## config.mk

```make
export PLATFORM = sky130hd
export DESIGN_NAME = pix_cmp_unit
export DESIGN_NICKNAME = d
export VERILOG_FILES = /design/src/rtl/pcu_pkg.sv /design/src/rtl/pcu_ref_stage.sv /design/src/rtl/pcu_pix_stage.sv /design/src/rtl/pcu_match.sv /design/src/rtl/pix_cmp_unit.sv
export SDC_FILE = /design/constraint.sdc
export NUM_CORES = 1
export LEC_CHECK = 0
export BUFFER_PORTS_ARGS = -buffer_cell sky130_fd_sc_hd__buf_2
export CAP_MARGIN = 10
export CORE_AREA = 2 2 148 114
export CTS_BUF_LIST = sky130_fd_sc_hd__clkbuf_2
export CTS_CLUSTER_DIAMETER = 200
export DETAILED_ROUTE_END_ITERATION = 16
export DIE_AREA = 0 0 150 116
export PLACE_DENSITY = 0.5
export SLEW_MARGIN = 20
export SYNTH_ARGS = -nofsm -noshare
export SYNTH_HDL_FRONTEND = slang
export SYNTH_SLANG_ARGS = --single-unit
```

## constraint.sdc

```tcl
create_clock -name clk -period 3.9 [get_ports clk]
set_input_delay 0.78 -clock clk [delete_from_list [all_inputs] [get_ports clk]]
set_output_delay 0.78 -clock clk [all_outputs]
set_load 0.1 [all_outputs]
```

## src/rtl/pcu_pkg.sv

```systemverilog
package pcu_pkg;
  localparam int COLW = 3;

  // Colour of pixel k built from the three plane bytes.
  function automatic logic [COLW-1:0] pick_colour(input logic [7:0] b,
                                                  input logic [7:0] r,
                                                  input logic [7:0] g,
                                                  input int k);
    return {g[k], r[k], b[k]};
  endfunction

  // Planes that take part in the compare.
  function automatic logic [COLW-1:0] keep_mask(input logic [7:0] off);
    return ~off[COLW-1:0];
  endfunction

  // A reference byte counts only with its top bit clear.
  function automatic logic ref_valid(input logic [7:0] rb);
    return ~rb[7];
  endfunction
endpackage

```

## src/rtl/pcu_ref_stage.sv

```systemverilog
module pcu_ref_stage
  import pcu_pkg::*;
#(
  parameter int NREF = 8
) (
  input  logic                 clk,
  input  logic                 rst_n,
  input  logic                 load,
  input  logic [NREF*8-1:0]    refs,
  input  logic [COLW-1:0]      keep,
  output logic [NREF*COLW-1:0] ref_col,
  output logic [NREF-1:0]      ref_ok
);
  for (genvar j = 0; j < NREF; j++) begin : g_ref
    logic [7:0] rb;
    assign rb = refs[8*j +: 8];
    always_ff @(posedge clk or negedge rst_n) begin
      if (!rst_n) begin
        ref_col[COLW*j +: COLW] <= '0;
        ref_ok[j]               <= 1'b0;
      end else if (load) begin
        ref_col[COLW*j +: COLW] <= rb[COLW-1:0] & keep;
        ref_ok[j]               <= ref_valid(rb);
      end
    end
  end
endmodule

```

## src/rtl/pcu_pix_stage.sv

```systemverilog
module pcu_pix_stage
  import pcu_pkg::*;
#(
  parameter int NPIX = 8
) (
  input  logic                 clk,
  input  logic                 rst_n,
  input  logic                 load,
  input  logic [7:0]           blu,
  input  logic [7:0]           red,
  input  logic [7:0]           grn,
  input  logic [COLW-1:0]      keep,
  output logic [NPIX*COLW-1:0] pix_col
);
  for (genvar k = 0; k < NPIX; k++) begin : g_pix
    always_ff @(posedge clk or negedge rst_n) begin
      if (!rst_n)
        pix_col[COLW*k +: COLW] <= '0;
      else if (load)
        pix_col[COLW*k +: COLW] <= pick_colour(blu, red, grn, k) & keep;
    end
  end
endmodule

```

## src/rtl/pcu_match.sv

```systemverilog
module pcu_match
  import pcu_pkg::*;
#(
  parameter int NPIX = 8,
  parameter int NREF = 8
) (
  input  logic [NPIX*COLW-1:0] pix_col,
  input  logic [NREF*COLW-1:0] ref_col,
  input  logic [NREF-1:0]      ref_ok,
  output logic [NPIX-1:0]      hit
);
  for (genvar k = 0; k < NPIX; k++) begin : g_p
    logic [NREF-1:0] eq;
    for (genvar j = 0; j < NREF; j++) begin : g_r
      assign eq[j] = ref_ok[j] && (pix_col[COLW*k +: COLW] == ref_col[COLW*j +: COLW]);
    end
    assign hit[k] = |eq;
  end
endmodule

```

## src/rtl/pix_cmp_unit.sv

```systemverilog
module pix_cmp_unit
  import pcu_pkg::*;
#(
  parameter int NPIX = 8,
  parameter int NREF = 8
) (
  input  logic              clk,
  input  logic              rst_n,
  input  logic              start_i,
  input  logic [7:0]        blue_i,
  input  logic [7:0]        red_i,
  input  logic [7:0]        green_i,
  input  logic [NREF*8-1:0] refs_i,
  input  logic [7:0]        plane_off_i,
  output logic [NPIX-1:0]   status_o,
  output logic              done_o
);
  logic                 busy_q;
  logic                 start_accept;
  logic [COLW-1:0]      keep;
  logic [NREF*COLW-1:0] ref_col;
  logic [NREF-1:0]      ref_ok;
  logic [NPIX*COLW-1:0] pix_col;
  logic [NPIX-1:0]      hit;

  assign keep         = keep_mask(plane_off_i);
  assign start_accept = start_i && !busy_q;

  pcu_ref_stage #(.NREF(NREF)) u_ref (
    .clk(clk), .rst_n(rst_n), .load(start_accept), .refs(refs_i),
    .keep(keep), .ref_col(ref_col), .ref_ok(ref_ok)
  );

  pcu_pix_stage #(.NPIX(NPIX)) u_pix (
    .clk(clk), .rst_n(rst_n), .load(start_accept), .blu(blue_i),
    .red(red_i), .grn(green_i), .keep(keep), .pix_col(pix_col)
  );

  pcu_match #(.NPIX(NPIX), .NREF(NREF)) u_match (
    .pix_col(pix_col), .ref_col(ref_col), .ref_ok(ref_ok), .hit(hit)
  );

  always_ff @(posedge clk or negedge rst_n) begin
    if (!rst_n) begin
      busy_q   <= 1'b0;
      done_o   <= 1'b0;
      status_o <= '0;
    end else begin
      busy_q <= start_accept;
      done_o <= busy_q;
      if (busy_q)
        status_o <= hit;
      else if (start_accept)
        status_o <= '0;
    end
  end

  AST_RESET_IDLE: assert property (@(posedge clk) !rst_n |=> (status_o == '0 && !done_o));
  AST_CLEAR_ON_START: assert property (@(posedge clk) disable iff (!rst_n)
    start_accept |=> status_o == '0);
  AST_DONE_LATENCY: assert property (@(posedge clk) disable iff (!rst_n)
    $rose(done_o) |-> $past(start_accept, 2));
  AST_DONE_SINGLE: assert property (@(posedge clk) disable iff (!rst_n)
    done_o |=> !done_o);
  AST_BUSY_NO_ACCEPT: assert property (@(posedge clk) disable iff (!rst_n)
    busy_q |-> !start_accept);
  AST_STATUS_HOLD: assert property (@(posedge clk) disable iff (!rst_n)
    (!start_accept && !busy_q) |=> $stable(status_o));
  AST_NO_VALID_NO_HIT: assert property (@(posedge clk) disable iff (!rst_n)
    (busy_q && ref_ok == '0) |=> status_o == '0);
endmodule

```

==> flow_results.org, run 1 <==
** Outcome
- The run finished with clean final reports.

** Critical path
- Critical path depth :: 1
- The kind of cell with the highest combined delay along the critical path is buffers and inverters.
- The worst register-to-register path ends at u_pix.pix_col[20].
- In this run the worst setup path begins at status_o[0].
- Critical path peak fanout :: 2
- The critical path ends at status_o[0].
- Measured in cells, the most critical reg-to-reg path has a length of 2.
- At the worst endpoint, the required time is 3.12 ns.
- Register-to-register setup slack :: 1.86 ns
- Arr. time, crit path :: 1.35 ns
- The worst setup path is of the reg2out kind.
- Critical path endpoint category :: output pin
- Start of the worst register-to-register path :: busy_q
- Slowest stage cell on the critical path :: sky130_fd_sc_hd__buf_2
- The worst setup path is launched from a flip-flop.
- Worst path max stage delay :: 0.42 ns
- The number of buffers and inverters on the critical path is 1.
- Traced cell by cell, the critical path runs through buf_2.

** Die
- FP Rows :: 40
- The initial utilization of the core area, before any placement, comes to 0.345.
- In this run the vertical extent of the chip is 116 µm.
- Die width :: 150 µm
- I/O pin count :: 108
- The die covers 17400 µm².
- The core region is 15800 µm².

** Timing
- Aggregate negative setup slack :: 0 ns
- Fin crit share :: 0.547
- The number of slew-limit violations in the final report came to 0.
- Across the routed clock network, the largest skew measured is roughly 0.028 ns.
- Counting I/O delays and the setup requirement, the final critical path takes 2.13 ns.
- Setup repair after global routing missed its margin :: no
- Measured against its own limit, the worst slew margin works out to 0.345.
- Final setup slack of the worst path :: 1.77 ns
- Timing-limited maximum frequency :: 469 MHz
- On the final layout, the worst hold slack is 0.314 ns.
- Least-Margin Pin Slew :: 0.983 ns
- Setup violations remaining at the end of the flow were counted as 0.
- Number of failing hold endpoints at the final stage :: 0

** Route
- For this block, the routed nets add up to between 10 and 15 mm of wire.
- The detail route stage leaves a number of antenna-violating nets equal to 0.
- Routed via count :: ~4000
- Pre-antenna DRT Iters :: 4
- In the final routed layout, each cell accounts on average for between 15 and 20 µm.
- After detailed routing, the number of vias per cell comes to 4.91.
- The first routing iteration left 208 violations.
- Number of design rule violations left after detail routing :: 0

** Global route
- Overflow left after global routing :: 0
- Entering global routing, the biggest net connects 114 pins.
- Wire length of the first global-routing pass :: 22.5 mm
- The number of global-route vias before repair was 4042.
- For this run, the total global-route usage over all layers was measured as 0.173.
- The number of antenna violations at the first check in global routing came to 0.

** Power and ir drop
- Internal power contribution :: 1240 µW
- Of the total power, the clock network draws 0.152.
- VDD sags by at most 136 µV.
- In this run the static leakage power is 0.00208 µW.
- Switching power as a share of total power :: 0.456
- Comb pwr share :: 0.380
- Psw :: 1040 µW
- The share of total power dissipated in sequential elements is 0.468.
- Cell Pwr Density :: between 400 and 500 nW/µm²

** CTS
- H-tree depth :: 3
- Total clock buffers created by CTS :: 9
- Hold-fix buffer count after cts :: 0
- Buffer count from post-CTS setup fixing :: 0
- Clock tree root buffer cell :: sky130_fd_sc_hd__clkbuf_2
- Num Clock Sinks :: between 60 and 70
- Worst skew pair latency :: 0.54 ns
- Clock tree from TritonCTS :: yes
- After clock tree synthesis, the clock-pin slew on the worst setup and hold paths is 0.19 ns.
- Number of gates given a new drive strength after cts :: 0
- Buffers from clock root to sink, at most :: 2

** Final layout
- Filler Cell Count :: 1662
- Layout cell share with drive strength beyond 1 :: 0.151
- The repair_antennas step left the layout with diodes totalling 0.
- Final net count :: 722
- Area grow syn2layout :: 2.02%
- After routing the design area is around 5600 µm².

** Logic synthesis
- Area contributors post-synth :: sky130_fd_sc_hd__xnor2_1 31%, sky130_fd_sc_hd__dfrtp_1 30%, sky130_fd_sc_hd__buf_6 7.4%
- Of the post-synthesis cell area, the dominant cell type holds 0.308.
- Cell taking the most area after synthesis :: sky130_fd_sc_hd__xnor2_1
- Distinct cells, synth :: 15
- A synthesized cell averages 8.90 µm².
- Synth Warn # :: 0
- The mapped netlist covers 5460 µm².
- Counting flops and latches in the post-synthesis netlist gives 66.
- The number of nets in the synthesized netlist is between 700 and 800.
- Sequential fraction of the synthesis area :: 0.303
- The cell count after synthesis came out at 613.

** Placed design
- Worst setup slack after placement :: 1.81 ns
- After legalization and detailed placement, the total HPWL measured 10.5 mm.
- Number of buffers inserted by port buffering :: 70
- Placer's final routability congestion estimate :: 0.871
- Placed cell areas :: 5480 µm²

** Flow run
- MaxCap Viol Count :: 0

** Hold path
- The worst hold path belongs to the class in2async.
[worst min path at each step]
stage               depth (start not counted)  slack, ns         endpoint   startpoint
floorplan                                   0       0.35           done_o       busy_q
CTS                                         1       0.31  u_ref.ref_ok[0]        rst_n
detailed placement                          2       0.45      status_o[4]  status_o[4]
global route                                1       0.34  u_ref.ref_ok[0]        rst_n
finish                                      1       0.31  u_ref.ref_ok[0]        rst_n
global placement                            2       0.45      status_o[3]  status_o[3]
[power groups by stage]
stage / sequential (µW) / combinational (µW) / clock, µW
4_1_cts: 1070 / 875 / 370
3_5_place_dp: 1080 / 872 / 0
5_1_grt: 1090 / 958 / 397
2_1_floorplan: 991 / 831 / 0
3_3_place_gp: 1070 / 847 / 0
6_report: 1070 / 868 / 347
[synth_stat cells]
master / number
sky130_fd_sc_hd__nand2b_1: 48
sky130_fd_sc_hd__nand2_1: 104
sky130_fd_sc_hd__o41ai_2: 8
sky130_fd_sc_hd__buf_2: 7
sky130_fd_sc_hd__buf_4: 14
sky130_fd_sc_hd__nand4_1: 64
sky130_fd_sc_hd__o21ai_0: 56
sky130_fd_sc_hd__dfrtp_1: 66
sky130_fd_sc_hd__clkbuf_1: 12
sky130_fd_sc_hd__buf_1: 3
sky130_fd_sc_hd__xnor2_1: 192
sky130_fd_sc_hd__nor2_1: 1
sky130_fd_sc_hd__inv_1: 1
sky130_fd_sc_hd__buf_6: 36
sky130_fd_sc_hd__nand2b_4: 1
[flip-flops by register name (all words and copies together), names as in the netlist]
register / cells
u_pix.pix_col: 24
busy_q: 1
done_o: 1
u_ref.ref_ok: 8
status_o: 8
u_ref.ref_col: 24
[logic make-up after synthesis]
kind of cell	Yosys count	synth area share
flops	66	0.303
buf+inv	73	0.111
simple gates	218	0.203
compound gates	64	0.0752
xor+xnor	192	0.308
[final cells by class]
type                    instances  area (µm²)  share of cell area
flip-flops and latches         66        1650               0.297
inverters                       1        3.75            0.000674
well taps                     210         263              0.0472
clock inverters                 7        46.3             0.00831
clock buffers                   9        45.0             0.00809
repair buffers                 71         358              0.0643
multi-input cells             474        3200               0.575
[cells in the final DEF, fill, tap and decap left out, drive strengths merged, types with 2 or more instances in the layout]
master and instances:
clkinv 5, o21ai 56, nand2b 49, nand2 104, nand4 64, o41ai 8
clkbuf 9, xnor2 192, dfrtp 66, clkinvlp 2, buf 71
[per-stage QoR]
stage,utilization,total power (µW),cells
final,0.352,2280,838
after global routing,0.352,2450,838
after detailed placement,0.346,1950,822
after global placement,0.346,1920,822
after CTS,0.352,2310,838
after floorplan,-,1820,613
[layer usage]
layer,track usage,share of wire,up-vias
met5,0,0,-
li1,-,-,2005
met1,0.251,0.50,1971
met2,0.253,0.42,111
met4,0.0660,0.026,0
met3,0.0343,0.052,29
(Power assumes the default switching activity.)
==> run 2: changes to the inputs <==
- PLACE_DENSITY: 0.5 -> 0.52
- clock period: 3.9 -> 1.85 ns (I/O delays scaled with it)
==> run 2 against run 1 <==
Clock-buffer cell count stayed put. Routed wire length is 6.4% higher. Power is 120% higher. Sequential cell count stayed put. Design area is 6.1% higher. Clock power is 120% higher. Clock skew is 0.0076 ns lower. Worst setup slack worse by 1.7 ns. Sequential share of layout area is 1.7 points lower. Critical path type is now reg2reg. Largest cell class unchanged.
==> flow_results.org, run 2 (synthesized netlist as in run 1, its figures left out) <==
** Outcome
- The run finished with clean final reports.

** Die
- Initial cell density of the core :: 0.345 (unchanged)
- The total core area came to 15800 µm² (unchanged).
- The row count was 40 (unchanged).
- Die width :: 150 µm (unchanged)
- The total I/O pin count is 108 (unchanged).
- Die Footprint :: 17400 µm² (unchanged)
- Chip Height :: 116 µm (unchanged)

** Critical path
- The worst setup path is captured at a flip-flop.
- Classification of the worst setup path :: reg2reg
- The worst-path maximum fanout is 9 (+7).
- The arrival time at the worst endpoint was 2.17 ns (+0.82 ns).
- The required time of the critical path came to 2.28 ns (-0.84 ns).
- STA classifies the critical path startpoint as a flip-flop.

** Route
- The number of nets still failing antenna checks after routing is 0 (unchanged).
- The average wire length per cell after detail routing was 17.4 µm (+2.1%).
- The routed via count is 4271 (+3.8%).
- The number of remaining DRC errors came to 0 (unchanged).
- Routed wire length :: 15.2 mm (+6.4%)
- Pre-antenna DRT Iters :: 5 (+1)
- The iteration-0 DRC count of the detailed router is 348 (+67%).
- The ratio of routed vias to standard cells came to 4.89 (-0.39%).

** CTS
- Clock transition at the registers of the reported paths :: 0.20 ns (about the same)
- The root buffer cell chosen for the clock tree is sky130_fd_sc_hd__clkbuf_2.
- Buffers from clock root to sink, at most :: 2 (unchanged)
- The number of buffers inserted during clock tree synthesis was 9 (unchanged).
- Worst skew pair latency :: 0.54 ns (about the same)
- Clock tree from TritonCTS :: yes
- The depth of the CTS H-tree is 3 (unchanged).
- Num Clock Sinks :: 66 (unchanged)

** Power and ir drop
- Cell Pwr Density :: 845 nW/µm² (+110%)
- The worst vdd rail ir drop is 330 µV (+140%).
- Static Leakage :: 0.00226 µW (+8.5%)

** Timing
- Skew final :: 0.0206 ns (-0.00758 ns)
- Final critical path time including I/O delays and setup :: 1.74 ns
- Number of failing hold endpoints at the final stage :: 0 (unchanged)
- Fin crit share :: 0.943
- The worst slew margin relative to its limit was 0.613 (+0.268).
- Timing-limited maximum frequency :: 573 MHz
- Setup repair after global routing missed its margin :: no
- Least-Margin Pin Slew :: 0.581 ns (-0.402 ns)
- The number of slew-limit violations in the final report came to 0 (unchanged).
- The setup total negative slack is 0 ns (unchanged).
- Count of endpoints failing setup in the final report :: 0 (unchanged)

** Final layout
- In the final layout, the registers with the most flip-flops are u_pix.pix_col (24), u_ref.ref_col (24).
- The total number of nets in the final design is 757 (+4.8%).
- Most common cell after layout, fill and taps aside :: sky130_fd_sc_hd__xnor2_1
- Post-route cell area :: 5910 µm² (+6.1%)
- Most frequent cells in the layout :: 192 x sky130_fd_sc_hd__xnor2_1, 104 x sky130_fd_sc_hd__nand2_1, 70 x sky130_fd_sc_hd__buf_2, 65 x sky130_fd_sc_hd__dfrtp_1, 64 x sky130_fd_sc_hd__nand4_1
- Layout cell share with drive strength beyond 1 :: 0.173 (+0.0222)
- Antenna fix cells :: 0 (unchanged)
- Area grow syn2layout :: 8.28%

** Global route
- The number of global-route vias before repair came to 4416 (+9.3%).
- The maximum number of pins on one net before global-route repair came to 67 (-41%).
- Global Route Usage Sum :: 0.184 (+0.0111)
- Number of antenna violations at the first check in global routing :: 0 (unchanged)
- The remaining global-route overflow was 0 (unchanged).
- The wire length of the first global-routing pass was 24.2 mm (+7.3%).

** Hold path
- Type of the most critical hold path :: in2reg

** Placed design
- DPL Wire Length :: 11.2 mm (+6.1%)
- The instance area after placement is 5660 µm² (+3.3%).
- Number of buffers inserted by port buffering :: 70 (unchanged)
- The global placer's final weighted congestion came to 0.881 (+1.1%).

** Flow run
- MaxCap Viol Count :: 0 (unchanged)
[run 2: layer usage]
metal / up-vias / GRT usage / wire length, µm
met2: 148 / 0.279 / 6480
met1: 2025 / 0.265 / 7550
met3: 19 / 0.0386 / 991
li1: 2079 / - / -
met5: - / 0 / 0
met4: 0 / 0.0522 / 176
[run 2: final timing paths]
kind	startpoint	endpoint	slack, ns	depth (start not counted)
min in group asynchronous	rst_n	u_pix.pix_col[11]	0.30	3
worst min register to register	busy_q	done_o	0.48	0
max in group asynchronous	rst_n	u_pix.pix_col[6]	1.17	3
worst max register to register	u_pix.pix_col[8]	status_o[2]	0.11	5
worst min-delay path	blue_i[1]	u_pix.pix_col[3]	0.05	3
worst max-delay path	u_pix.pix_col[8]	status_o[2]	0.11	5
[run 2: cell type report]
| type | instances | area, µm² |
|---|---|---|
| multi-input combinational | 474 | 3200 |
| clock buffer | 9 | 45.0 |
| clock inverter | 7 | 46.3 |
| timing repair buffer | 106 | 698 |
| tap | 210 | 263 |
| inverter | 1 | 3.75 |
| sequential | 66 | 1650 |
| fill | 1608 | 9910 |
[run 2: power breakdown]
group	internal, µW	total, µW	switching (µW)
Combinational	923	2160	1230
Sequential	1620	2080	462
Clock	171	754	583
[run 2: what timing repair did]
action | in CTS | in global routing
endpoints found under the hold margin | 81 | 0
hold buffers | 16 | 0
endpoints found under the setup margin | 0 | 1
resized for setup | 0 | 1
setup buffers | 0 | 0
[run 2: worst max-delay path: stages (launching register included)]
cell and delay (ns):
sky130_fd_sc_hd__dfrtp_1 0.72, sky130_fd_sc_hd__xnor2_1 0.16, sky130_fd_sc_hd__nand4_1 0.12, sky130_fd_sc_hd__nand2_1 0.08, sky130_fd_sc_hd__o41ai_2 0.45, sky130_fd_sc_hd__nand2_1 0.09
[run 2: through the flow]
stage               power [µW]  cells  hold WS, ns   util  setup slack (ns)
detailed placement        4230    841        0.421  0.358             0.201
floorplan                 3840    613       0.0744      -             0.583
finish                    4990    873       0.0512  0.374             0.106
CTS                       5030    873      0.00263  0.374            0.0561
global route              5310    873       0.0153  0.374           0.00655
global placement          4130    841        0.412  0.358             0.248
==> run 3: changes to the inputs <==
- CORE_AREA: 2 2 148 114 -> 3 3 149 115
- DIE_AREA: 0 0 150 116 -> 0 0 152 118
==> run 3 against run 2 <==
Via count decreased by 2.0%. Non-clock buffer count is 6 lower. Clock skew is 0.0042 ns higher. Highest routed layer unchanged.
==> flow_results.org, run 3 (synthesized netlist as in run 1, its figures left out) <==
** Outcome
- Status :: completed

** CTS
- Total clock buffers created by CTS :: 9 (unchanged)
- The total clock sinks came to 66 (unchanged).
- The clock tree buffer depth was 2 (unchanged).
- Clock tree from TritonCTS :: yes
- Worst skew pair latency :: 0.55 ns (about the same)
- The clock input transition at the sequential cells of the worst setup and hold paths is 0.21 ns (about the same).
- The depth of the CTS H-tree came to 3 (unchanged).
- CTS placed an instance of sky130_fd_sc_hd__clkbuf_2 at the clock tree root.
- Buffer count from post-CTS setup fixing :: 0 (unchanged)

** Final layout
- The final standard cell area without fillers came to 5870 µm² (-0.70%).
- The fill cell instance count of the final layout is 1640 (+2.0%).
- Largest registers :: u_pix.pix_col (24), u_ref.ref_col (24)
- Compared with the post-synthesis result, the final layout area differs by 7.52%.
- In the layout the commonest cells are 192 x sky130_fd_sc_hd__xnor2_1, 104 x sky130_fd_sc_hd__nand2_1, 70 x sky130_fd_sc_hd__buf_2, 65 x sky130_fd_sc_hd__dfrtp_1, 64 x sky130_fd_sc_hd__nand4_1.
- The library cell used most frequently in the layout, excluding fill and tap cells, is sky130_fd_sc_hd__xnor2_1.
- Core Util, Final :: 0.371 (-0.00261)
- The antenna diode count is 0 (unchanged).
- Layout cell share with drive strength beyond 1 :: 0.174 (about the same)
- Final net count :: 751 (-0.79%)

** Placed design
- Placer's final routability congestion estimate :: 0.926 (+5.2%)
- The instance area after placement came to 5630 µm² (-0.49%).
- The number of buffer cells added on primary ports was 70 (unchanged).
- The half-perimeter wire length after detailed placement is 11.0 mm (-1.4%).

** Die
- Core footprint :: 15800 µm² (unchanged)
- Die width :: 152 µm (+1.3%)
- The row count is 40 (unchanged).
- Chip Height :: 118 µm (+1.7%)
- Initial cell density of the core :: 0.345 (unchanged)
- Die Footprint :: 17900 µm² (+3.1%)
- The total I/O pin count is 108 (unchanged).

** Critical path
- Critical path peak fanout :: 9 (unchanged)
- The startpoint identified for the worst register-to-register timing path is u_ref.ref_col[21].
- Following the worst setup path forward leads to its endpoint at status_o[1].
- The arrival time at the worst endpoint is 2.20 ns (+0.03 ns).
- Worst EP required :: 2.29 ns (about the same)
- The critical path in this run is classified as reg2reg.
- Kind of start point of the critical path :: flip-flop
- STA classifies the critical path endpoint as a flip-flop.
- Worst reg-to-reg path cell count :: 5 (unchanged)
- The reg2reg setup slack is 0.08 ns (-0.02 ns).
- In this run the worst setup path begins at u_ref.ref_col[21].
- Reg2Reg Capture Point :: status_o[1]

** Route
- Post-route ant nets :: 0 (unchanged)
- The routed via count is 4184 (-2.0%).
- The number of remaining DRC errors was 0 (unchanged).
- The iteration-0 DRC count of the detailed router came to 308 (-11%).
- The number of iterations in the first detailed-routing pass came to 4 (-1).
- The average wire length per cell after detail routing is 17.5 µm (+0.47%).
- Post-DR vias/cell :: 4.83 (-1.4%)
- Routed wire length :: 15.2 mm (-0.22%)

** Timing
- Aggregate negative setup slack :: 0 ns (unchanged)
- The shortest clock period the worst path allows after layout was 1.77 ns (+0.0218 ns).
- The number of endpoints failing setup at the final stage is 0 (unchanged).
- Skew final :: 0.0248 ns (+0.00416 ns)
- The fmax came to 566 MHz (-1.2%).
- Least-Margin Pin Slew :: 0.609 ns (+0.0284 ns)
- Setup repair after global routing left no endpoint under its margin.
- Number of failing hold endpoints at the final stage :: 0 (unchanged)
- Fin crit share :: 0.955 (+0.0118)
- The worst hold slack was 0.0335 ns (-0.0177 ns).
- Max Slew Vio Count :: 0 (unchanged)
- The worst slew margin relative to its limit is 0.592 (-0.0205).

** Global route
- Wire length of the first global-routing pass :: 24.4 mm (+0.74%)
- Global Route Usage Sum :: 0.172 (-0.0115)
- The number of global-route vias before repair was 4339 (-1.7%).
- Overflow left after global routing :: 0 (unchanged)
- Met3 Use GR :: 0.0379 (-0.000729)
- The maximum number of pins on one net before global-route repair came to 70 (+4.5%).
- Number of antenna violations at the first check in global routing :: 0 (unchanged)
- The met1 capacity usage during global routing came to 0.258 (-0.00740).
- The met2 layer usage reported by global route is 0.248 (-0.0305).
- Busiest metal layer after global routing :: met1

** Power and ir drop
- The power density relative to cell area was 871 nW/µm² (+3.0%).
- Static Leakage :: 0.00224 µW (-0.86%)
- The sum of internal, switching and leakage power was 5110 µW (+2.3%).
- Peak VDD IR :: 382 µV (+16%)

** Flow run
- The max-capacitance violation count is 0 (unchanged).

** Hold path
- The tightest min-delay check is of the in2reg type.
- Cell count of the worst hold path :: 3 (unchanged)
==> run 3: how the worst min path moves through the flow <==
stage                           from           endpoint  slack (ns)
after CTS                  blue_i[6]  u_pix.pix_col[18]       0.004
after global routing       blue_i[6]  u_pix.pix_col[18]       0.004
final                     refs_i[34]  u_ref.ref_col[14]        0.03
after floorplan                rst_n             busy_q        0.07
after detailed placement       rst_n  u_pix.pix_col[14]        0.42
after global placement         rst_n  u_pix.pix_col[14]        0.41
==> run 3: report_power, final <==
group	switching (µW)	leakage, µW	total (µW)	internal, µW
Clock	582	0.0000681	901	318
Combinational	1200	0.00132	2100	907
Sequential	484	0.000851	2100	1620
Total	2260	0.00224	5110	2850
==> run 3: through the flow <==
stage          setup WS [ns]  instances
2_1_floorplan          0.583        613
3_3_place_gp           0.227        839
3_5_place_dp           0.155        839
4_1_cts               0.0796        866
5_1_grt              0.00872        867
6_report              0.0841        867
==> run 3: final cells by class <==
class / instances / area (µm²) / share of cell area
well taps: 210 / 263 / 0.0448
flip-flops and latches: 66 / 1650 / 0.282
clock inverters: 6 / 67.6 / 0.0115
clock buffers: 10 / 50.0 / 0.00853
multi-input cells: 474 / 3200 / 0.545
inverters: 1 / 3.75 / 0.000640
repair buffers: 100 / 631 / 0.107
==> run 3: critical path: stages, from the launching register on <==
cell	delay (ns)
sky130_fd_sc_hd__dfrtp_1	0.71
sky130_fd_sc_hd__xnor2_1	0.14
sky130_fd_sc_hd__nand4_1	0.11
sky130_fd_sc_hd__nand2_1	0.08
sky130_fd_sc_hd__o41ai_2	0.51
sky130_fd_sc_hd__nand2_1	0.11
==> run 3: timing repair <==
action | 4_1_cts | 5_1_grt
resized for setup | 0 | 1
hold buffers | 11 | 1
hold endpoints to repair | 76 | 1
endpoints found under the setup margin | 0 | 1
==> run 3: per-layer routing <==
layer / routed length (µm) / vias up / share of wire
met1: 7560 / 1969 / 0.50
li1: - / 2067 / -
met3: 1020 / 22 / 0.067
met5: 0 / - / 0
met2: 6330 / 126 / 0.42
met4: 258 / 0 / 0.017
